### src/rtl/uart_rxs_pkg.sv
package uart_rxs_pkg;
  parameter int unsigned RXS_DATA_W = 8;

  typedef struct packed {
    logic                  brk;
    logic                  ferr;
    logic                  perr;
    logic [RXS_DATA_W-1:0] data;
  } rxs_entry_t;

  function automatic logic entry_tagged(input rxs_entry_t e);
    return e.brk | e.ferr | e.perr;
  endfunction
endpackage

### src/rtl/rxs_brk_gate.sv
module rxs_brk_gate (
  input  logic clk,
  input  logic rst_n,
  input  logic in_valid,
  input  logic in_brk,
  input  logic line_high,
  output logic out_valid
);
  logic armed;
  logic take_brk;

  assign take_brk  = in_valid & in_brk & armed;
  assign out_valid = in_valid & (~in_brk | armed);

  always_ff @(posedge clk or negedge rst_n) begin
    if (!rst_n)         armed <= 1'b1;
    else if (take_brk)  armed <= 1'b0;
    else if (line_high) armed <= 1'b1;
  end
endmodule

### src/rtl/rxs_tag_fifo.sv
module rxs_tag_fifo
  import uart_rxs_pkg::*;
#(
  parameter int unsigned DEPTH = 16
) (
  input  logic       clk,
  input  logic       rst_n,
  input  logic       push,
  input  rxs_entry_t wr_entry,
  input  logic       pop,
  output rxs_entry_t head,
  output logic       empty,
  output logic       full
);
  localparam int unsigned PTR_W = (DEPTH > 1) ? $clog2(DEPTH) : 1;
  localparam int unsigned CNT_W = $clog2(DEPTH + 1);
  localparam logic [PTR_W-1:0] LAST = PTR_W'(DEPTH - 1);
  localparam logic [CNT_W-1:0] FULL_CNT = CNT_W'(DEPTH);

  rxs_entry_t       slots [DEPTH];
  logic [PTR_W-1:0] wr_ptr, rd_ptr;
  logic [CNT_W-1:0] count;

  function automatic logic [PTR_W-1:0] bump(input logic [PTR_W-1:0] p);
    return (p == LAST) ? '0 : p + 1'b1;
  endfunction

  assign empty = (count == '0);
  assign full  = (count == FULL_CNT);
  assign head  = slots[rd_ptr];

  for (genvar i = 0; i < DEPTH; i++) begin : g_slot
    always_ff @(posedge clk or negedge rst_n) begin
      if (!rst_n)                                 slots[i] <= '0;
      else if (push && wr_ptr == PTR_W'(i))       slots[i] <= wr_entry;
    end
  end

  always_ff @(posedge clk or negedge rst_n) begin
    if (!rst_n) begin
      wr_ptr <= '0;
      rd_ptr <= '0;
      count  <= '0;
    end else begin
      if (push) wr_ptr <= bump(wr_ptr);
      if (pop)  rd_ptr <= bump(rd_ptr);
      case ({push, pop})
        2'b10:   count <= count + 1'b1;
        2'b01:   count <= count - 1'b1;
        default: count <= count;
      endcase
    end
  end
endmodule

### src/rtl/rxs_lsr_flags.sv
module rxs_lsr_flags #(
  parameter int unsigned DEPTH = 16
) (
  input  logic clk,
  input  logic rst_n,
  input  logic push,
  input  logic push_tagged,
  input  logic pop,
  input  logic head_tagged,
  input  logic ovr_evt,
  input  logic status_rd,
  output logic oe_flag,
  output logic err_flag
);
  localparam int unsigned CNT_W = $clog2(DEPTH + 1);

  logic [CNT_W-1:0] tag_cnt, tag_cnt_nxt;
  logic             add_tag, drop_tag;

  assign add_tag     = push & push_tagged;
  assign drop_tag    = pop & head_tagged;
  assign tag_cnt_nxt = tag_cnt + CNT_W'(add_tag) - CNT_W'(drop_tag);

  always_ff @(posedge clk or negedge rst_n) begin
    if (!rst_n) begin
      tag_cnt  <= '0;
      oe_flag  <= 1'b0;
      err_flag <= 1'b0;
    end else begin
      tag_cnt <= tag_cnt_nxt;
      oe_flag <= (oe_flag & ~status_rd) | ovr_evt;
      if (status_rd) err_flag <= (tag_cnt_nxt != '0);
      else           err_flag <= err_flag | add_tag;
    end
  end
endmodule

### src/rtl/uart_rx_status.sv
module uart_rx_status
  import uart_rxs_pkg::*;
#(
  parameter int unsigned DEPTH = 16
) (
  input  logic                  clk,
  input  logic                  rst_n,
  input  logic                  rx_valid,
  input  logic [RXS_DATA_W-1:0] rx_data,
  input  logic                  rx_perr,
  input  logic                  rx_ferr,
  input  logic                  rx_brk,
  input  logic                  rx_line_high,
  input  logic                  rd_ready,
  output logic                  rd_valid,
  output logic [RXS_DATA_W-1:0] rd_data,
  input  logic                  lsr_rd,
  input  logic                  tx_fifo_empty,
  input  logic                  tx_shift_empty,
  output logic [7:0]            lsr
);
  logic       ch_valid;
  logic       fifo_empty, fifo_full;
  logic       pop_en, push_en, ovr_evt;
  logic       oe_flag, err_flag;
  rxs_entry_t wr_entry, head;

  rxs_brk_gate u_brk (
    .clk       (clk),
    .rst_n     (rst_n),
    .in_valid  (rx_valid),
    .in_brk    (rx_brk),
    .line_high (rx_line_high),
    .out_valid (ch_valid)
  );

  assign wr_entry = '{brk: rx_brk, ferr: rx_ferr, perr: rx_perr, data: rx_data};
  assign pop_en   = rd_ready & ~fifo_empty;
  assign push_en  = ch_valid & (~fifo_full | pop_en);
  assign ovr_evt  = ch_valid & fifo_full & ~pop_en;

  rxs_tag_fifo #(.DEPTH(DEPTH)) u_fifo (
    .clk      (clk),
    .rst_n    (rst_n),
    .push     (push_en),
    .wr_entry (wr_entry),
    .pop      (pop_en),
    .head     (head),
    .empty    (fifo_empty),
    .full     (fifo_full)
  );

  rxs_lsr_flags #(.DEPTH(DEPTH)) u_flags (
    .clk         (clk),
    .rst_n       (rst_n),
    .push        (push_en),
    .push_tagged (entry_tagged(wr_entry)),
    .pop         (pop_en),
    .head_tagged (entry_tagged(head)),
    .ovr_evt     (ovr_evt),
    .status_rd   (lsr_rd),
    .oe_flag     (oe_flag),
    .err_flag    (err_flag)
  );

  assign rd_valid = ~fifo_empty;
  assign rd_data  = head.data;

  always_comb begin
    lsr[0] = ~fifo_empty;
    lsr[1] = oe_flag;
    lsr[2] = head.perr & ~fifo_empty;
    lsr[3] = head.ferr & ~fifo_empty;
    lsr[4] = head.brk & ~fifo_empty;
    lsr[5] = tx_fifo_empty;
    lsr[6] = tx_fifo_empty & tx_shift_empty;
    lsr[7] = err_flag;
  end
endmodule

### config.mk
export PLATFORM = sky130hd
export DESIGN_NAME = uart_rx_status
export DESIGN_NICKNAME = d
export VERILOG_FILES = /design/src/rtl/uart_rxs_pkg.sv /design/src/rtl/rxs_brk_gate.sv /design/src/rtl/rxs_tag_fifo.sv /design/src/rtl/rxs_lsr_flags.sv /design/src/rtl/uart_rx_status.sv
export SDC_FILE = /design/constraint.sdc
export NUM_CORES = 1
export LEC_CHECK = 0
export BUFFER_PORTS_ARGS = -buffer_cell sky130_fd_sc_hd__buf_2
export CELL_PAD_IN_SITES_DETAIL_PLACEMENT = 0
export CELL_PAD_IN_SITES_GLOBAL_PLACEMENT = 1
export CORE_MARGIN = 4
export CORE_UTILIZATION = 54
export DETAILED_ROUTE_END_ITERATION = 10
export PLACE_DENSITY_LB_ADDON = 0.1
export RECOVER_POWER = 50
export SLEW_MARGIN = 0
export SYNTH_ARGS = -nofsm -noshare
export SYNTH_HDL_FRONTEND = slang
export SYNTH_SLANG_ARGS = --single-unit
### constraint.sdc
create_clock -name clk -period 4.4 [get_ports clk]
set_clock_uncertainty 0.15 [all_clocks]
set_input_delay 0.66 -clock clk [delete_from_list [all_inputs] [get_ports clk]]
set_output_delay 0.66 -clock clk [all_outputs]
set_load 0.01 [all_outputs]
==> results of run 1 <==
[power by group through the flow]
stage | combinational, W | clock (W) | sequential (W)
6_report | 0.00340 | 0.00168 | 0.00328
5_1_grt | 0.00370 | 0.00177 | 0.00339
4_1_cts | 0.00346 | 0.00170 | 0.00328
3_5_place_dp | 0.00343 | 0 | 0.00329
3_3_place_gp | 0.00334 | 0 | 0.00325
2_1_floorplan | 0.00288 | 0 | 0.00301
[worst max path at each step]
stage	endpoint
2_1_floorplan	u_flags.err_flag
3_3_place_gp	u_flags.err_flag
3_5_place_dp	u_flags.err_flag
4_1_cts	u_flags.err_flag
5_1_grt	u_flags.err_flag
6_report	u_flags.err_flag
[logic make-up (layout without fill, tap and decap cells)]
| group | count (synthesis) | after routing | share of synthesized area (%) |
|---|---|---|---|
| AND/OR/NAND/NOR | 42 | 42 | 2.94 |
| AO/OA/AOI/OAI | 34 | 34 | 2.42 |
| adder cells (fa/ha/maj) | 15 | 15 | 2.04 |
| buffers and inverters | 68 | 99 | 4.79 |
| multiplexers | 238 | 238 | 37.2 |
| flip-flops | 197 | 197 | 49.7 |
| XOR/XNOR | 10 | 10 | 0.882 |
[cells in the final DEF (no fill, tap or decap), types with 8 or more instances in the layout]
cell type  netlist  final
inv_1           19     19
clkbuf_16        0     17
and3_4          12     12
xnor2_1          9      9
buf_4            4     10
buf_2           10     30
ha_1            13     13
mux4_2          51     51
mux2_4         120    120
nand2_1          9      9
nor2_1           8      8
dfrtp_1        196    194
mux2_2          61     61
[state kept, by name, indices dropped and copies added (netlist names)]
register and cells:
u_flags.err_flag 1, u_flags.oe_flag 1, u_fifo.slots 176, u_fifo.wr_ptr 4, u_fifo.rd_ptr 4, u_flags.tag_cnt 5
u_fifo.count 5, u_brk.armed 1
[through the flow]
step / instance area [µm²] / power (W)
global route: 10700 / 0.00886
floorplan: 9930 / 0.00589
finish: 10700 / 0.00836
detailed placement: 10100 / 0.00672
CTS: 10700 / 0.00843
global placement: 10100 / 0.00659
[worst register-to-register path: stages, from the launching register on]
cell and delay (ps):
dfrtp_2 650, mux4_2 560, mux2_2 260, o21ai_0 320, a31oi_1 160, ha_1 310, inv_1 60, ha_1 150
inv_1 60, fa_1 430, xnor2_1 150, or4_1 480, o32a_1 170
[metal layers]
metal  vias to the layer above  routed length (µm)
met5                         -                   0
met4                         0                 261
met3                        23                 851
met2                        92               10600
met1                      2771                9670
li1                       2239                   -
[cell type report]
cell class	instances	area [µm²]	area share, %
Multi-Input combinational cell	339	4520	42.2
Clock buffer	18	429	4.01
Timing Repair Buffer	48	260	2.43
Inverter	19	71.3	0.667
Clock inverter	14	198	1.85
Sequential cell	197	4930	46.1
Tap cell	229	287	2.68
==> impl_metrics.env, run 1 <==
export IMPL_status="finished with violations"
export IMPL_failing_checks="capacitance limit, slew limit"
export IMPL_number_of_filler_cells_placed_in_the_layout=1390
export IMPL_timing_critical_path_from="u_fifo.rd_ptr[1]"
export IMPL_final_layout_size_suffix_gt1_share_pct=51.7
export IMPL_maxCapViolCount=1
export IMPL_grt_use_met1_pct=30.7
export IMPL_number_of_standard_cells_in_the_final_layout_excluding_fillers=864
export IMPL_yosysWarnings=0
export IMPL_avgSynthCellArea_um2=16.4
export IMPL_grt_use_met3_pct=3.79
export IMPL_global_route_overflow_total=0
export IMPL_yosys_area_top_type="dfrtp_1"
export IMPL_min_period_over_period_pct=91.2
export IMPL_total_grt_usage_pct=22.2
export IMPL_insertedDiodeCount=0
export IMPL_final_antenna_net_count=0
export IMPL_critical_path_endpoint_type="register"
export IMPL_htree_num_levels=4
export IMPL_worst_path_largest_cell_delay_ps=650
export IMPL_worst_pin_slew_ps=2650
export IMPL_grt_start_max_net_pins=107
export IMPL_worst_endpoint_required_ps=4570
export IMPL_post_cts_resize_count=0
export IMPL_average_routed_wire_per_standard_cell_um=24.7
export IMPL_seq_area_frac_synth_pct=49.7
export IMPL_net_switching_power_w=0.00259
export IMPL_synth_most_common_cell="dfrtp_1"
export IMPL_dpl_hpwl_mm=12.9
export IMPL_rrSetupSlack_ps=390
export IMPL_synth_seq_cells=197
export IMPL_cell_count_after_synthesis=604
export IMPL_synth_flop_cell="dfrtp_1"
export IMPL_setup_worst_path_start_class="register"
export IMPL_final_setup_worst_slack_ps=388
export IMPL_timing_critical_path_buf_inv=2
export IMPL_cellLeakagePower_nw=4.78
export IMPL_rsz0062_at_grt="false"
export IMPL_drt_first_pass_iters=4
export IMPL_clkSlewWorstSetupHoldPaths_ps=80
export IMPL_report_final_hold_viol_count=0
export IMPL_tritoncts="yes"
export IMPL_io_buffers=35
export IMPL_synthDistinctLibCells=47
export IMPL_share_comb_of_total_power_pct=40.7
export IMPL_clk_latency_ps=430
export IMPL_initial_utilization_pct=55.1
export IMPL_timing_critical_path_cells="mux4_2 -> mux2_2 -> o21ai_0 -> a31oi_1 -> ha_1 -> inv_1 -> ha_1 -> inv_1 -> fa_1 -> xnor2_1 -> or4_1 -> o32a_1"
export IMPL_placedCellCount=832
export IMPL_r2r_end="u_flags.err_flag"
export IMPL_timing_hold_worst_class="input pin to register"
export IMPL_grt_pass1_wl_mm=34.2
export IMPL_max_clock_freq_mhz=249
export IMPL_timing_setup_critical_path_class="register to register"
export IMPL_netlist_top_cells_count="196 x dfrtp_1, 120 x mux2_4, 61 x mux2_2, 51 x mux4_2"
export IMPL_detail_route_vias_per_cell=5.93
export IMPL_critPathSlowestCell="dfrtp_2"
export IMPL_whs_path_depth=2
export IMPL_fin_tns_setup_ps=0
export IMPL_crit_path_max_fanout=16
export IMPL_timing_hold_ws_ps=272
export IMPL_hold_path_end="u_brk.armed"
export IMPL_arrival_ps=4180
export IMPL_flow_area_growth_from_synthesis_pct=7.75
export IMPL_fp_row_count=49
export IMPL_dr_total_vias=5125
export IMPL_tritoncts_num_buffers=17
export IMPL_antenna_found_initial=0
export IMPL_holdBufCountCts=0
export IMPL_max_clock_path_buffers=2
export IMPL_cts_sinks=197
export IMPL_setup_viol=0
export IMPL_synthesis_nets=638
export IMPL_p_seq_share_pct=39.3
export IMPL_syn_area_mm2=0.00993
export IMPL_finalCriticalPeriod_ps=4010
export IMPL_crit_family="adder cells"
export IMPL_switching_share_pct=30.9
export IMPL_placeableCoreArea_mm2=0.0180
export IMPL_met2_usage_pct=36.9
export IMPL_critical_path_cell_count=12
export IMPL_floorplan_die_height_um=144
export IMPL_ctsRootBufferMaster="clkbuf_16"
export IMPL_async_reset_ff_share_pct=100
export IMPL_final_max_tran_viols=107
export IMPL_top_usage_layer="met2"
export IMPL_fin_util_pct=59.3
export IMPL_drt_iter0_markers=285
export IMPL_r2r_start="u_fifo.rd_ptr[1]"
export IMPL_worst_r2r_cell_count=12
export IMPL_netlist_area_leader_share_pct=49.4
export IMPL_route_detailed_drc=0
export IMPL_routabilityCongestion=0.796
export IMPL_die_area_mm2=0.0206
export IMPL_max_slew_margin_pct=-76.8
export IMPL_post_cts_setup_buffer_count=0
export IMPL_die_width_um=144
export IMPL_synth_edff_count=0
export IMPL_grt_pass1_vias=5826
export IMPL_num_io_pins=36
export IMPL_power_ir_vdd_worst_uv=436
export IMPL_ys_top_cells_by_area="dfrtp_1 49%, mux2_4 18%, mux4_2 12%, mux2_2 6.9%, buf_12 2.0%"
export IMPL_power_density_mw_per_mm2=782
export IMPL_nets=656
export IMPL_p_int_w=0.00577
export IMPL_postRouteWirelength_mm=21.4
export IMPL_worstHoldStart="rx_valid"
export IMPL_pwr_share_clk_pct=20.1
export IMPL_pre_cts_slack_ps=366
Note: power is estimated with default switching activity, not from simulation.
==> inputs of run 2 (changes only) <==
--- a/config.mk
+++ b/config.mk
@@ -8,11 +8,14 @@
 export BUFFER_PORTS_ARGS = -buffer_cell sky130_fd_sc_hd__buf_2
 export CELL_PAD_IN_SITES_DETAIL_PLACEMENT = 0
 export CELL_PAD_IN_SITES_GLOBAL_PLACEMENT = 1
+export CORE_ASPECT_RATIO = 0.7
 export CORE_MARGIN = 4
 export CORE_UTILIZATION = 54
 export DETAILED_ROUTE_END_ITERATION = 10
+export MAX_ROUTING_LAYER = met4
 export PLACE_DENSITY_LB_ADDON = 0.1
 export RECOVER_POWER = 50
+export SETUP_SLACK_MARGIN = 0.02
 export SLEW_MARGIN = 0
 export SYNTH_ARGS = -nofsm -noshare
 export SYNTH_HDL_FRONTEND = slang
==> run 2 against run 1 <==
Effect of this change:
- the flow still finishes with violations (capacitance limit, slew limit)
- design area hardly changed
- cell count is 0.81% higher
- global-route usage is 0.47 points higher
- setup slack better by 2.9 ps
- count of clock-buffer cells in the layout is 7 higher
- core utilization hardly changed
- largest power group unchanged
- power is 0.77% lower
- first-iteration DRC count is 36% higher
==> impl_metrics.env, run 2 (same netlist as run 1, synthesis figures left out) <==
export IMPL_maxCapViolCount=1
export IMPL_arrival_ps=4170
export IMPL_dpl_hpwl_mm=12.9
export IMPL_post_cts_resize_count=0
export IMPL_status="finished with violations"
export IMPL_multi_input_comb_area_mm2=0.00452
export IMPL_crit_path_max_fanout=26
export IMPL_power_ir_vdd_worst_uv=284
export IMPL_htree_num_levels=4
export IMPL_grt_pass1_vias=5553
export IMPL_routabilityCongestion=0.781
export IMPL_die_area_mm2=0.0206
export IMPL_nets=656
export IMPL_fin_util_pct=59.3
export IMPL_final_layout_size_suffix_gt1_share_pct=51.2
export IMPL_ctsRootBufferMaster="clkbuf_16"
export IMPL_pre_cts_slack_ps=422
export IMPL_number_of_filler_cells_placed_in_the_layout=1372
export IMPL_cellLeakagePower_nw=4.77
export IMPL_drt_first_pass_iters=4
export IMPL_cts_sinks=197
export IMPL_clkSlewWorstSetupHoldPaths_ps=70
export IMPL_num_io_pins=36
export IMPL_insertedDiodeCount=0
export IMPL_reg_top3="u_fifo.slots (176), u_fifo.count (5), u_flags.tag_cnt (5)"
export IMPL_timing_hold_worst_class="input pin to register"
export IMPL_rrSetupSlack_ps=390
export IMPL_detail_route_vias_per_cell=5.92
export IMPL_dr_total_vias=5152
export IMPL_tritoncts_num_buffers=17
export IMPL_critical_path_endpoint_type="register"
export IMPL_final_max_tran_viols=112
export IMPL_place_area_mm2=0.0101
export IMPL_global_route_overflow_total=0
export IMPL_grt_start_max_net_pins=113
export IMPL_timing_setup_critical_path_class="register to register"
export IMPL_placeableCoreArea_mm2=0.0180
export IMPL_seqCellArea_mm2=0.00493
export IMPL_failing_checks="capacitance limit, slew limit"
export IMPL_drt_iter0_markers=389
export IMPL_number_of_flip_flops_under_the_largest_register_name=176
export IMPL_setup_worst_path_start_class="register"
export IMPL_max_clock_freq_mhz=249
export IMPL_report_final_hold_viol_count=0
export IMPL_fin_tns_setup_ps=0
export IMPL_max_clock_path_buffers=2
export IMPL_rsz0062_at_grt="false"
export IMPL_tritoncts="yes"
export IMPL_number_of_standard_cells_in_the_final_layout_excluding_fillers=871
export IMPL_final_setup_worst_slack_ps=391
export IMPL_holdBufCountCts=0
export IMPL_final_common_cell="dfrtp_1"
export IMPL_average_routed_wire_per_standard_cell_um=24.5
export IMPL_min_period_over_period_pct=91.1
export IMPL_final_area_mm2=0.0107
export IMPL_grt_pass1_wl_mm=33.8
export IMPL_max_slew_margin_pct=-90.3
export IMPL_postRouteWirelength_mm=21.4
export IMPL_initial_utilization_pct=55.1
export IMPL_post_cts_setup_buffer_count=0
export IMPL_finalCriticalPeriod_ps=4010
export IMPL_power_density_mw_per_mm2=776
export IMPL_worst_endpoint_required_ps=4560
export IMPL_floorplan_die_height_um=121
export IMPL_mostFrequentLayoutCells="194 x dfrtp_1, 120 x mux2_4, 61 x mux2_2, 51 x mux4_2, 30 x buf_2"
export IMPL_die_width_um=170
export IMPL_final_antenna_net_count=0
export IMPL_worst_pin_slew_ps=2860
export IMPL_flow_area_growth_from_synthesis_pct=7.66
export IMPL_antenna_found_initial=0
export IMPL_total_grt_usage_pct=22.6
export IMPL_setup_viol=0
export IMPL_placedCellCount=839
export IMPL_fp_row_count=41
export IMPL_io_buffers=35
export IMPL_clk_latency_ps=430
export IMPL_register_name_with_the_most_flops="u_fifo.slots"
export IMPL_route_detailed_drc=0
==> run 2: cell count changes in the layout (fill, tap and decap cells not counted) <==
cell       change
clkinv_4       -1
clkbuf_2       -3
bufinv_16      -2
clkbuf_1       +3
buf_12         +1
inv_6          -4
buf_4          +2
clkbuf_8       +4
==> run 2: where the power goes <==
part           switching [W]  internal (W)
clock network       0.000674      0.000900
logic                0.00132       0.00215
registers           0.000575       0.00268
==> run 2: layer usage <==
| layer | share of wire, % | global-route usage [%] |
|---|---|---|
| met5 | 0 | - |
| met4 | 0.67 | 3.84 |
| met3 | 7.0 | 5.18 |
| met2 | 45 | 32.8 |
| met1 | 47 | 33.6 |
==> run 2: cell type report <==
class | count | area share, %
Clock buffer | 25 | 4.64
Clock inverter | 7 | 0.878
Inverter | 19 | 0.667
Multi-Input combinational cell | 339 | 42.3
Sequential cell | 197 | 46.2
Tap cell | 236 | 2.76
Timing Repair Buffer | 48 | 2.62
==> run 2: through the flow <==
| stage | hold WS [ps] | total power [W] |
|---|---|---|
| floorplan | 214 | 0.00589 |
| global placement | 334 | 0.00662 |
| detailed placement | 341 | 0.00674 |
| CTS | 235 | 0.00835 |
| global route | 253 | 0.00878 |
| finish | 259 | 0.00830 |
==> run 2: path summary, 6_finish.rpt <==
kind                             startpoint                 end  depth (start not counted)
max                        u_fifo.rd_ptr[1]    u_flags.err_flag                         14
min                                rx_valid         u_brk.armed                          2
max reg2reg                u_fifo.rd_ptr[1]    u_flags.err_flag                         14
min reg2reg                u_fifo.slots[84]    u_fifo.slots[84]                          1
max in group asynchronous             rst_n    u_fifo.rd_ptr[0]                          1
min in group asynchronous             rst_n  u_flags.tag_cnt[4]                          1
==> run 2: critical path, stage by stage, from the launching register on <==
cell and delay (ps):
dfrtp_2 480, buf_4 410, mux2i_1 150, a221oi_1 450
a21oi_1 70, o21a_1 220, a31oi_1 170, ha_1 250
inv_1 60, ha_1 160, inv_1 60, fa_1 430
xnor2_1 170, or4_1 480, o32a_1 170
==> inputs of run 3 (changes only) <==
--- a/config.mk
+++ b/config.mk
@@ -5,7 +5,7 @@
 export SDC_FILE = /design/constraint.sdc
 export NUM_CORES = 1
 export LEC_CHECK = 0
-export BUFFER_PORTS_ARGS = -buffer_cell sky130_fd_sc_hd__buf_2
+export BUFFER_PORTS_ARGS = -buffer_cell sky130_fd_sc_hd__clkbuf_2
 export CELL_PAD_IN_SITES_DETAIL_PLACEMENT = 0
 export CELL_PAD_IN_SITES_GLOBAL_PLACEMENT = 1
 export CORE_ASPECT_RATIO = 0.7
==> run 3 against run 2 <==
Effect of this change:
- largest cell class unchanged
- sequential share of layout area up 0.17 points
- combinational power is essentially flat
- register-to-register slack is essentially flat
- sequential power hardly changed
- critical path type unchanged
- hold slack improved by 0.90 ps
- critical path depth stayed put
- critical endpoint unchanged
- core utilization decreased by 0.22 points
- highest routed layer unchanged
- the flow still finishes with violations (capacitance limit, slew limit)
- routed wire length is 1.1% lower
==> impl_metrics.env, run 3 (same netlist as run 1, synthesis figures left out) <==
export IMPL_status="finished with violations"
export IMPL_failing_checks="capacitance limit, slew limit"
export IMPL_route_detailed_drc=0
export IMPL_wl_met1_mm=10.6
export IMPL_placedCellCount=839
export IMPL_arrival_ps=4170
export IMPL_report_final_hold_viol_count=0
export IMPL_r2r_end="u_flags.err_flag"
export IMPL_detail_route_vias_per_cell=5.91
export IMPL_rsz0062_at_grt="false"
export IMPL_insertedDiodeCount=0
export IMPL_r2r_start="u_fifo.rd_ptr[1]"
export IMPL_cts_sinks=197
export IMPL_power_density_mw_per_mm2=773
export IMPL_worst_path_largest_cell_delay_ps=480
export IMPL_pre_cts_slack_ps=418
export IMPL_final_antenna_net_count=0
export IMPL_number_of_standard_cells_in_the_final_layout_excluding_fillers=867
export IMPL_setup_worst_path_start_class="register"
export IMPL_io_buffers=35
export IMPL_nets=656
export IMPL_routabilityCongestion=0.782
export IMPL_fin_tns_setup_ps=0
export IMPL_global_route_overflow_total=0
export IMPL_tritoncts_num_buffers=17
export IMPL_dr_max_layer_used="met4"
export IMPL_holdBufCountCts=0
export IMPL_htree_num_levels=4
export IMPL_crit_family="compound AO/OA/AOI/OAI gates"
export IMPL_worst_endpoint_required_ps=4560
export IMPL_floorplan_die_height_um=121
export IMPL_tritoncts="yes"
export IMPL_grt_pass1_wl_mm=33.5
export IMPL_max_clock_path_buffers=2
export IMPL_antenna_found_initial=0
export IMPL_ctsRootBufferMaster="clkbuf_16"
export IMPL_postRouteWirelength_mm=21.1
export IMPL_final_max_tran_viols=111
export IMPL_mostFrequentLayoutCells="194 x dfrtp_1, 120 x mux2_4, 61 x mux2_2, 51 x mux4_2, 31 x clkbuf_2"
export IMPL_reg_top3="u_fifo.slots (176), u_fifo.count (5), u_flags.tag_cnt (5)"
export IMPL_placeableCoreArea_mm2=0.0180
export IMPL_dr_total_vias=5122
export IMPL_grt_pass1_vias=5566
export IMPL_register_name_with_the_most_flops="u_fifo.slots"
export IMPL_crit_path_max_fanout=26
export IMPL_rrSetupSlack_ps=390
export IMPL_die_area_mm2=0.0206
export IMPL_worst_r2r_cell_count=14
export IMPL_number_of_flip_flops_under_the_largest_register_name=176
export IMPL_setup_viol=0
export IMPL_grt_start_max_net_pins=112
export IMPL_wl_met3_um=909
export IMPL_multi_input_comb_area_mm2=0.00452
export IMPL_timing_critical_path_buf_inv=3
export IMPL_timing_critical_path_cells="buf_4 -> mux2i_1 -> a221oi_1 -> a21oi_1 -> o21a_1 -> a31oi_1 -> ha_1 -> inv_1 -> ha_1 -> inv_1 -> fa_1 -> xnor2_1 -> or4_1 -> o32a_1"
export IMPL_fp_row_count=41
export IMPL_drt_first_pass_iters=4
export IMPL_post_cts_setup_buffer_count=0
export IMPL_timing_setup_critical_path_class="register to register"
export IMPL_post_cts_resize_count=0
export IMPL_average_routed_wire_per_standard_cell_um=24.4
export IMPL_total_grt_usage_pct=22.3
export IMPL_final_common_cell="dfrtp_1"
export IMPL_seqCellArea_mm2=0.00493
export IMPL_dpl_hpwl_mm=13.2
export IMPL_timing_hold_worst_class="input pin to register"
export IMPL_worstHoldStart="rx_valid"
export IMPL_flow_area_growth_from_synthesis_pct=7.26
export IMPL_number_of_filler_cells_placed_in_the_layout=1344
export IMPL_max_slew_margin_pct=-91.2
export IMPL_maxCapViolCount=1
export IMPL_clk_latency_ps=430
export IMPL_cellLeakagePower_nw=4.77
export IMPL_power_ir_vdd_worst_uv=327
export IMPL_critPathSlowestCell="dfrtp_2"
export IMPL_num_io_pins=36
export IMPL_finalCriticalPeriod_ps=4010
export IMPL_clkSlewWorstSetupHoldPaths_ps=70
export IMPL_die_width_um=170
export IMPL_min_period_over_period_pct=91.1
export IMPL_hold_path_end="u_brk.armed"
export IMPL_final_setup_worst_slack_ps=393
export IMPL_drt_iter0_markers=339
export IMPL_max_clock_freq_mhz=250
export IMPL_critical_path_endpoint_type="register"
export IMPL_initial_utilization_pct=55.1
export IMPL_whs_path_depth=2
export IMPL_worst_pin_slew_ps=2870
export IMPL_routed_wl_met2_mm=9.46
export IMPL_final_layout_size_suffix_gt1_share_pct=51.5
run 3: cell types whose count changed in the layout (fill, tap and decap cells not counted):
| cell | before | now |
|---|---|---|
| clkbuf_8 | 4 | 1 |
| clkinv_2 | 2 | 5 |
| buf_2 | 30 | 0 |
| clkinvlp_4 | 2 | 1 |
| clkinv_4 | 0 | 1 |
| clkbuf_1 | 8 | 4 |
| clkbuf_2 | 1 | 31 |
run 3: cell type report:
| cell class | instances | share of cell area (%) |
|---|---|---|
| timing repair buffer | 48 | 2.63 |
| tap | 236 | 2.77 |
| clock inverter | 10 | 1.03 |
| sequential | 197 | 46.3 |
| inverter | 19 | 0.670 |
| clock buffer | 18 | 4.13 |
| multi-input combinational | 339 | 42.4 |
run 3: how the worst max path moves through the flow:
stage                     start               end  slack [ps]  cells past startpoint
2_1_floorplan  u_fifo.rd_ptr[0]  u_flags.err_flag         710                     14
3_3_place_gp   u_fifo.rd_ptr[1]  u_flags.err_flag         580                     14
3_5_place_dp   u_fifo.rd_ptr[1]  u_flags.err_flag         420                     14
4_1_cts        u_fifo.rd_ptr[1]  u_flags.err_flag         400                     14
5_1_grt        u_fifo.rd_ptr[1]  u_flags.err_flag         140                     14
6_report       u_fifo.rd_ptr[1]  u_flags.err_flag         390                     14
run 3: worst register-to-register path: stages, from the launching register on:
cell	delay (ps)
dfrtp_2	480
buf_4	390
mux2i_1	150
a221oi_1	470
a21oi_1	70
o21a_1	210
a31oi_1	170
ha_1	250
inv_1	60
ha_1	170
inv_1	70
fa_1	440
xnor2_1	160
or4_1	480
o32a_1	170
run 3: report_power, final:
group | switching (W) | total (W) | internal, W
sequential | 0.000591 | 0.00327 | 0.00268
clock | 0.000675 | 0.00151 | 0.000838
combinational | 0.00130 | 0.00344 | 0.00214
total | 0.00256 | 0.00823 | 0.00566
run 3: layer usage:
metal / up-vias / global-route usage [%]
li1: 2248 / -
met1: 2768 / 33.7
met5: - / -
met3: 11 / 3.65
met4: 0 / 5.84
met2: 95 / 31.7
run 3: through the flow:
stage                     hold slack [ps]  utilization [%]  power (W)  area [µm²]
after floorplan                       214                -    0.00589        9930
after global placement                334             56.2    0.00662       10100
after detailed placement              337             56.2    0.00676       10100
after CTS                             233             59.3    0.00828       10700
after global routing                  280             59.1    0.00870       10600
final                                 260             59.1    0.00823       10600
